$ cat config.mk
export PLATFORM = sky130hd
export DESIGN_NAME = instr_splitter
export DESIGN_NICKNAME = d
export VERILOG_FILES = /design/src/rtl/instr_splitter.sv
export SDC_FILE = /design/constraint.sdc
export NUM_CORES = 1
export LEC_CHECK = 0
export BUFFER_PORTS_ARGS = -buffer_cell sky130_fd_sc_hd__buf_2
export CAP_MARGIN = 20
export CORE_UTILIZATION = 57
export CTS_BUF_LIST = sky130_fd_sc_hd__clkbuf_16
export DETAILED_ROUTE_END_ITERATION = 8
export PLACE_DENSITY_LB_ADDON = 0.05
export SETUP_SLACK_MARGIN = 0.5
export SLEW_MARGIN = 5
export SYNTH_ARGS = -nofsm -noshare
export SYNTH_HDL_FRONTEND = slang
export SYNTH_SLANG_ARGS = --single-unit
$ cat constraint.sdc
create_clock -name clk -period 4.32 [get_ports clk]
set_input_delay 0.216 -clock clk [delete_from_list [all_inputs] [get_ports clk]]
set_output_delay 0.216 -clock clk [all_outputs]
set_load 0.01 [all_outputs]
$ cat src/rtl/instr_splitter.sv
module instr_splitter #(
  parameter int ADDR_W = 16,
  parameter logic [ADDR_W-1:0] RESET_ADDR = '0
) (
  input  logic              clk,
  input  logic              rst_n,
  input  logic              in_valid,
  output logic              in_ready,
  input  logic [7:0]        in_byte,
  output logic              out_valid,
  input  logic              out_ready,
  output logic [7:0]        out_opcode,
  output logic [1:0]        out_len,
  output logic [15:0]       out_operand,
  output logic [ADDR_W-1:0] out_addr,
  output logic [2:0]        out_dst_op,
  output logic [2:0]        out_src,
  output logic [2:0]        out_kind,
  output logic              out_unknown
);

  localparam logic [2:0] K_OTHER = 3'd0, K_MOVE = 3'd1, K_HALT = 3'd2,
                         K_ALU = 3'd3, K_RST = 3'd4;

  function automatic logic [1:0] len_of(input logic [7:0] b);
    if ((b & 8'hC7) == 8'h06 || (b & 8'hC7) == 8'hC6 || b == 8'hD3 || b == 8'hDB)
      return 2'd2;
    if ((b & 8'hCF) == 8'h01 || b == 8'h22 || b == 8'h2A || b == 8'h32 ||
        b == 8'h3A || b == 8'hC3 || b == 8'hCD ||
        (b & 8'hC7) == 8'hC2 || (b & 8'hC7) == 8'hC4)
      return 2'd3;
    return 2'd1;
  endfunction

  logic [1:0]        phase;
  logic              vld_q;
  logic [7:0]        op_q, lo_q, hi_q;
  logic [ADDR_W-1:0] pc_q;
  logic [1:0]        cur_len;
  logic              take;

  assign in_ready = !vld_q;
  assign take     = in_valid && in_ready;
  assign cur_len  = len_of(phase == 2'd0 ? in_byte : op_q);

  always_ff @(posedge clk) begin
    if (!rst_n) begin
      phase <= 2'd0;
      vld_q <= 1'b0;
      op_q  <= '0;
      lo_q  <= '0;
      hi_q  <= '0;
      pc_q  <= RESET_ADDR;
    end else begin
      if (vld_q && out_ready) begin
        vld_q <= 1'b0;
        pc_q  <= pc_q + {{(ADDR_W-2){1'b0}}, out_len};
      end
      if (take) begin
        case (phase)
          2'd0: begin
            op_q <= in_byte;
            lo_q <= '0;
            hi_q <= '0;
            if (cur_len == 2'd1) vld_q <= 1'b1;
            else                 phase <= 2'd1;
          end
          2'd1: begin
            lo_q <= in_byte;
            if (cur_len == 2'd2) begin
              vld_q <= 1'b1;
              phase <= 2'd0;
            end else begin
              phase <= 2'd2;
            end
          end
          default: begin
            hi_q  <= in_byte;
            vld_q <= 1'b1;
            phase <= 2'd0;
          end
        endcase
      end
    end
  end

  assign out_valid  = vld_q;
  assign out_opcode = op_q;
  assign out_len    = len_of(op_q);
  assign out_addr   = pc_q;
  assign out_dst_op = op_q[5:3];
  assign out_src    = op_q[2:0];

  assign out_unknown = ((op_q & 8'hC7) == 8'h00 && op_q != 8'h00) ||
                       op_q == 8'hCB || op_q == 8'hD9 || op_q == 8'hDD ||
                       op_q == 8'hED || op_q == 8'hFD;

  always_comb begin
    case (op_q[7:6])
      2'b01:   out_kind = (op_q == 8'h76) ? K_HALT : K_MOVE;
      2'b10:   out_kind = K_ALU;
      2'b11:   out_kind = (op_q[2:0] == 3'b111) ? K_RST : K_OTHER;
      default: out_kind = K_OTHER;
    endcase
  end

  always_comb begin
    if (out_len == 2'd3)      out_operand = {hi_q, lo_q};
    else if (out_len == 2'd2) out_operand = {8'h00, lo_q};
    else if (out_kind == K_RST) out_operand = {10'd0, op_q[5:3], 3'd0};
    else                      out_operand = 16'h0000;
  end

  p_hold_r10: assert property (@(posedge clk) disable iff (!rst_n)
    out_valid && !out_ready |=> out_valid && $stable(out_opcode) &&
                                $stable(out_operand) && $stable(out_addr));

  p_stall_r10: assert property (@(posedge clk) disable iff (!rst_n)
    out_valid |-> !in_ready);

  p_addr_step_r8: assert property (@(posedge clk) disable iff (!rst_n)
    out_valid && out_ready |=>
      out_addr == $past(out_addr) + {{(ADDR_W-2){1'b0}}, $past(out_len)});

  p_unknown_len_r7: assert property (@(posedge clk) disable iff (!rst_n)
    out_valid && out_unknown |-> out_len == 2'd1 && out_kind == K_OTHER);

  p_rst_target_r6: assert property (@(posedge clk) disable iff (!rst_n)
    out_valid && out_kind == K_RST |->
      out_len == 2'd1 && out_operand[2:0] == 3'd0 && out_operand[15:6] == 10'd0);

  p_len_range_r2: assert property (@(posedge clk) disable iff (!rst_n)
    out_valid |-> out_len != 2'd0);

endmodule

### Word level (Yosys, flattened, before mapping)

Cells that the tools add are included.

| storage, ports and cells | value |
|---|---|
| word-level logic and storage cells | 120 |
| register bits | 43 |
| input port bits | 12 |
| output and inout bits | 54 |

| cells by class | value |
|---|---|
| mux-type cells | 31 |
| $add $sub $neg | 1 |
| bitwise logic cells | 1 |
| reduce and logical (&&, ||, !) cells | 38 |
| equal/unequal tests | 43 |

Operator list:

| kind | count |
|---|---|
| $eq A8 B8 Y1 const B | 13 |
| $eq A8 B6 Y1 const B | 8 |
| $pmux W8 S2 | 2 |
| $eq A5 B5 Y1 const B | 6 |
| $logic_or A1 B1 Y1 | 27 |
| $mux W2 | 11 |
| $add A16 B2 Y16 | 1 |
| $mux W16 | 1 |
| $mux W8 | 2 |
| $eq A6 B1 Y1 const B | 2 |
| $eq A2 B2 Y1 const B | 5 |
| $eq A5 B3 Y1 const B | 2 |
| $mux W1 | 10 |
| $pmux W3 S3 | 1 |
| $eq A8 B7 Y1 const B | 1 |
| $logic_not A8 Y1 | 1 |
| $reduce_bool A8 Y1 | 1 |
| $eq A2 B1 Y1 const B | 3 |
| $eq A3 B3 Y1 const B | 2 |
| $mux W6 | 1 |
| $reduce_and A2 Y1 | 3 |
| $pmux W2 S2 | 1 |
| $logic_and A1 B1 Y1 | 3 |
| $mux W3 | 1 |
| 6 further kinds | 6 |

### Depth between registers and ports, before layout

| depth | value |
|---|---|
| word-level depth | 19 |
| depth in mapped cells | 13 |
| mapped depth without buffers | 12 |

### Least setup slack after synthesis

Ideal clock, no wire load.

| timing path | value |
|---|---|
| kind | reg2reg |
| start | register op_q[0] (netlist: out_opcode[0]) |
| end | register pc_q[15] (netlist: out_addr[15]) |
| buffers on the path | 1 |
| arrival | 2.751 ns |
| stages on the path, launching flop included | 13 |
| path slack | 1.454 ns |
| data required time | 4.205 ns |
| clock period less this slack | 2.866 ns |
| library setup time | 0.115 ns |
| cell sequence | dfxtp_1 > clkbuf_1 > nand2b_1 > a21oi_1 > o21ai_1 > nand2_2 > ha_1 > a21oi_1 > or3b_1 > nor2_1 > nand4_1 > xnor2_1 > and2_1 |

| between the ends | value |
|---|---|
| cells in the longest elaborated chain, start to end | 14 |
| elaborated cells between the ends (all ways) | 31 |
| those cells by class | add/sub: 1; eq/ne: 13; mux: 6; reduce/logical: 11 |

RTL lines:

| what | line | RTL |
|---|---|---|
| start, declared | 37 | `logic [7:0] op_q, lo_q, hi_q;` |
| start signal, assigned | 62 | `op_q <= in_byte;` |
| $eq A8 B6 Y1 or $eq A6 B1 Y1 (tied branches) | 28 | `if ((b & 8'hCF) == 8'h01 \|\| b == 8'h22 \|\| b == 8'h2A \|\| b == 8'h32 \|\|` |
| $logic_or A1 B1 Y1 (4 in series) | 28 |  |
| $logic_or A1 B1 Y1 (3 in series) | 29 | `b == 8'h3A \|\| b == 8'hC3 \|\| b == 8'hCD \|\|` |
| $logic_or A1 B1 Y1 | 30 | `(b & 8'hC7) == 8'hC2 \|\| (b & 8'hC7) == 8'hC4)` |
| $mux W1 (2 in series) | 28 |  |
| $mux W2 | 32 | `return 2'd1;` |
| $mux W2 (*) | 28 |  |
| named net out_len[0] | 13 | `output logic [1:0] out_len,` |
| $add A16 B2 Y16 (*) | 57 | `pc_q <= pc_q + {{(ADDR_W-2){1'b0}}, out_len};` |
| end signal, assigned | 57 |  |
| end, declared | 38 | `logic [ADDR_W-1:0] pc_q;` |

The timed path passes the listed nets; every way through them passes the cells marked *. The select of a mux whose other input is x is not followed.
A chain may end at the register's enable or synchronous reset.

### Final worst setup path

| timing path | value |
|---|---|
| start | register op_q[1] (netlist: out_opcode[1]) |
| end | register pc_q[15] (netlist: out_addr[15]) |

| between the ends | value |
|---|---|
| cells in the longest elaborated chain, start to end | 14 |
| elaborated cells between the ends (all ways) | 31 |
| those cells by class | add/sub: 1; eq/ne: 13; mux: 6; reduce/logical: 11 |

RTL lines:

| what | line |
|---|---|
| $eq A8 B6 Y1 or $eq A6 B1 Y1 (tied branches) | 28 |
| $logic_or A1 B1 Y1 (4 in series) | 28 |
| $logic_or A1 B1 Y1 (3 in series) | 29 |
| $logic_or A1 B1 Y1 | 30 |
| $mux W1 (2 in series) | 28 |
| $mux W2 | 32 |
| $mux W2 (*) | 28 |
| $add A16 B2 Y16 (*) | 57 |

Every way passes the cells marked *; elsewhere a longest branch is shown, timed or not. The select of a mux whose other input is x is not followed.

==> run_results.csv <==
group,metric,value,unit
logic_synthesis,synth_area,2510,sq um
cts,clk_pin_slew,60,ps
logic_synthesis,synth_cell_types,55,
cts,htreeDepth,2,
logic_synthesis,yosysWarnings,0,
logic_synthesis,synth_cells,300,
grt,grt_pass1_wl,9.18,mm
die,core_area,4120,sq um
timing,setup_ws,1030,ps
critical_path,worst-endpoint-required,4500,ps
power_and_ir_drop,power,951,uW
min_path,hold_depth,3,
critical_path,path_common_cell,"nor2_1",
critical_path,reg2reg_from,"out_opcode[1]$_SDFFE_PN0P_",
die,num_io_pins,66,
critical_path,crit_fanout,16,
min_path,holdCritStartpoint,"out_ready",
timing,relSlewSlack,38.2,%
place,placed_area,2770,sq um
critical_path,cp_cell_sequence,"nor3_1 > a22oi_1 > nor2_1 > a211oi_4 > nand2_2 > ha_1 > a21oi_1 > or3b_1 > nor2_1 > nand4_1 > xnor2_1 > and2_1",
cts,clock_sinks,43,
run,drv_cap,0,
logic_synthesis,yosysSeqAreaShare,34.3,%
die,die_h,68.4,um
grt,grt_pass1_vias,1856,
drt,routed_wl,5.99,mm
drt,first_iter_violations,151,
timing,drv_slew,0,
logic_synthesis,syn_nets,315,
timing,rsz0062_at_grt,"false",
logic_synthesis,avgSynthCellArea,8.37,sq um
cts,clockBufferDepth,2,
grt,grtUsageMet2,37.1,%
critical_path,crit_slowest_cell,"dfxtp_1",
drt,wire_per_inst,14.9,um
drt,via_per_inst,5.77,
power_and_ir_drop,switching_share,28.9,%
critical_path,start_kind,"register",
power_and_ir_drop,ir_worst_vdd,0.000214,V
timing,tightest_slew,925,ps
cts,cts_resized,0,
drt,vias,2314,
power_and_ir_drop,pwr-share-seq,46.1,%
cts,cts_buffers,5,
place,globalplace.congestion,0.863,
cts,clock-root-buffer,"clkbuf_16",
critical_path,end_kind,"register",
timing,fin_crit_sh,76.1,%
die,die_x,68.4,um
place,io_buffer_count,65,
grt,busiest_layer,"met1",
timing,finalClockSkew,3.01,ps
cts,clk_latency,280,ps
timing,setup_viol,0,
critical_path,cp-startpoint,"out_opcode[1]$_SDFFE_PN0P_",
power_and_ir_drop,clkPwrFrac,38.1,%
drt,dr.pass1.iters,5,
grt,antenna_found_initial,0,
drt,drcViolationCount,0,
grt,overflow,0,
finish,n_antenna_cell,0,
cts,cts_hold_buf,0,
power_and_ir_drop,power_density,327,nW/um^2
place,dpl.hpwl,4.18,mm
finish,layout-drive-gt1-share,23.4,%
finish,nNetsFinal,365,
power_and_ir_drop,pwr-share-comb,15.8,%
outcome,status,"finished clean",
cts,cts_tree,"done",
finish,area_delta_synth_final,15.9,%
power_and_ir_drop,p_leak,0.00124,uW
die,start_util,61.0,%
place,detailedPlace.worstSlack,1030,ps
power_and_ir_drop,intPower,677,uW
cts,post_cts_buffers,0,
die,die-area,4680,sq um
grt,grt_max_degree,46,
critical_path,max_stage_delay,660,ps
logic_synthesis,synth-seq-cells,43,
timing,period_needed,3290,ps
grt,gr-usage-met3,5.00,%
grt,grt.met1_usage,40.3,%
timing,tns,0,ps
grt,track_usage,26.5,%
timing,finalHoldViolations,0,
critical_path,arrival,3470,ps
die,floorplan.rows,23,
power_and_ir_drop,p_sw,275,uW
finish,finalInstanceArea,2910,sq um
min_path,hp-class,"in2reg",
timing,maxClockFrequency,304,MHz
critical_path,reg2reg_depth,12,
drt,ant_nets,0,
critical_path,setup.worst_path.class,"reg2reg",
[sequential cells by signal (all words and copies together) (netlist names)]
signal and count:
hi_q 8, lo_q 8, out_opcode 8, out_valid 1, phase 2, out_addr 16
[kinds of logic after synthesis]
logic type      count (synthesis)  share of synthesized area, %
buf+inv                        26                          5.78
xor+xnor                       17                          5.93
flops                          43                          34.3
compound gates                 61                          18.6
simple gates                  145                          31.4
mux                             5                          2.19
fa+ha+maj                       3                          1.79
[worst max-delay path, delay by kind of cell, from the launching register on]
family | cells | cell delay (ps)
simple gates | 7 | 1400
flops | 1 | 660
compound gates | 3 | 640
fa+ha+maj | 1 | 350
xor+xnor | 1 | 130
[final cells by class]
type,count,area (sq um)
Inverter,4,15.0
Clock buffer,5,125
Multi-Input combinational cell,231,1510
Clock inverter,3,16.3
Tap cell,50,62.6
Timing Repair Buffer,65,325
Fill cell,354,1200
Sequential cell,43,861
[path summary, 6_finish.rpt]
kind                                                   to  slack (ps)
worst max-delay path            out_addr[15]$_SDFFE_PN0P_        1030
worst min-delay path             out_addr[1]$_SDFFE_PN0P_         260
worst max register to register  out_addr[15]$_SDFFE_PN0P_        1030
worst min register to register       lo_q[0]$_SDFFE_PN0P_         460
[cells in the final DEF, fill, tap and decap left out, types with 4 or more instances in the layout]
master | synthesis | routed
nand3b_1 | 6 | 6
buf_2 | 2 | 65
nor3_1 | 7 | 7
a22oi_1 | 9 | 9
nand2_1 | 38 | 38
nand4_1 | 4 | 4
xor2_1 | 4 | 4
o21ai_0 | 8 | 8
dfxtp_1 | 43 | 43
a21boi_0 | 17 | 17
nand3_1 | 17 | 17
and2_1 | 21 | 21
nor2_1 | 13 | 13
clkbuf_16 | 0 | 5
nor2b_1 | 19 | 19
inv_1 | 4 | 5
xnor2_1 | 13 | 13
[routing by layer]
layer | vias to the layer above | share of wire (%) | wire (um)
met5 | - | 0 | 0
met3 | 6 | 6.4 | 382
met4 | 0 | 1.1 | 63
met2 | 84 | 42 | 2520
li1 | 1144 | - | -
met1 | 1080 | 51 | 3030
[power by group through the flow]
| stage | sequential (uW) | combinational, uW | clock, uW |
|---|---|---|---|
| 2_1_floorplan | 434 | 118 | 0 |
| 3_3_place_gp | 445 | 148 | 0 |
| 3_5_place_dp | 446 | 150 | 0 |
| 4_1_cts | 438 | 151 | 371 |
| 5_1_grt | 441 | 168 | 383 |
| 6_report | 438 | 151 | 363 |
[Yosys cell counts (all sizes together)]
cell type  count  area [sq um]
nand3b         6          45.0
nor2b         19           119
a22oi          9          67.6
fa             1          20.0
o211a          1          10.0
o31ai          1          7.51
mux2i          4          43.8
or4            1          7.51
nor4b          3          26.3
or3            1          6.26
clkbuf        10          37.5
or2            2          12.5
ha             2          25.0
nor3b          2          15.0
a211oi         2          27.5
buf           12          92.6
mux2           1          11.3
a2111oi        1          15.0
xnor2         13           114
a41o           1          10.0
nor3           7          35.0
inv            4          15.0
or3b           1          8.76
o41ai          2          17.5
dfxtp         43           861
nor4           1          6.26
a22o           3          26.3
o21ai         11          55.1
a31oi          4          31.3
nand3         17          85.1
and4           2          17.5
xor2           4          35.0
nand4          4          25.0
a2bb2oi        1          8.76
nand2b         3          18.8
nor2          14          68.8
o2111ai        1          8.76
a21boi        18           139
and2          21           131
o31a           1          8.76
nand2         39           149
a21oi          4          27.5
and3           2          12.5
o22ai          1          6.26
[per-stage QoR]
step,cells,hold slack [ps],utilization [%]
2_1_floorplan,300,361,-
3_3_place_gp,393,448,67.3
3_5_place_dp,393,459,67.3
4_1_cts,401,246,70.7
5_1_grt,401,269,70.7
6_report,401,257,70.7
Power figures use the tool's default switching activity.
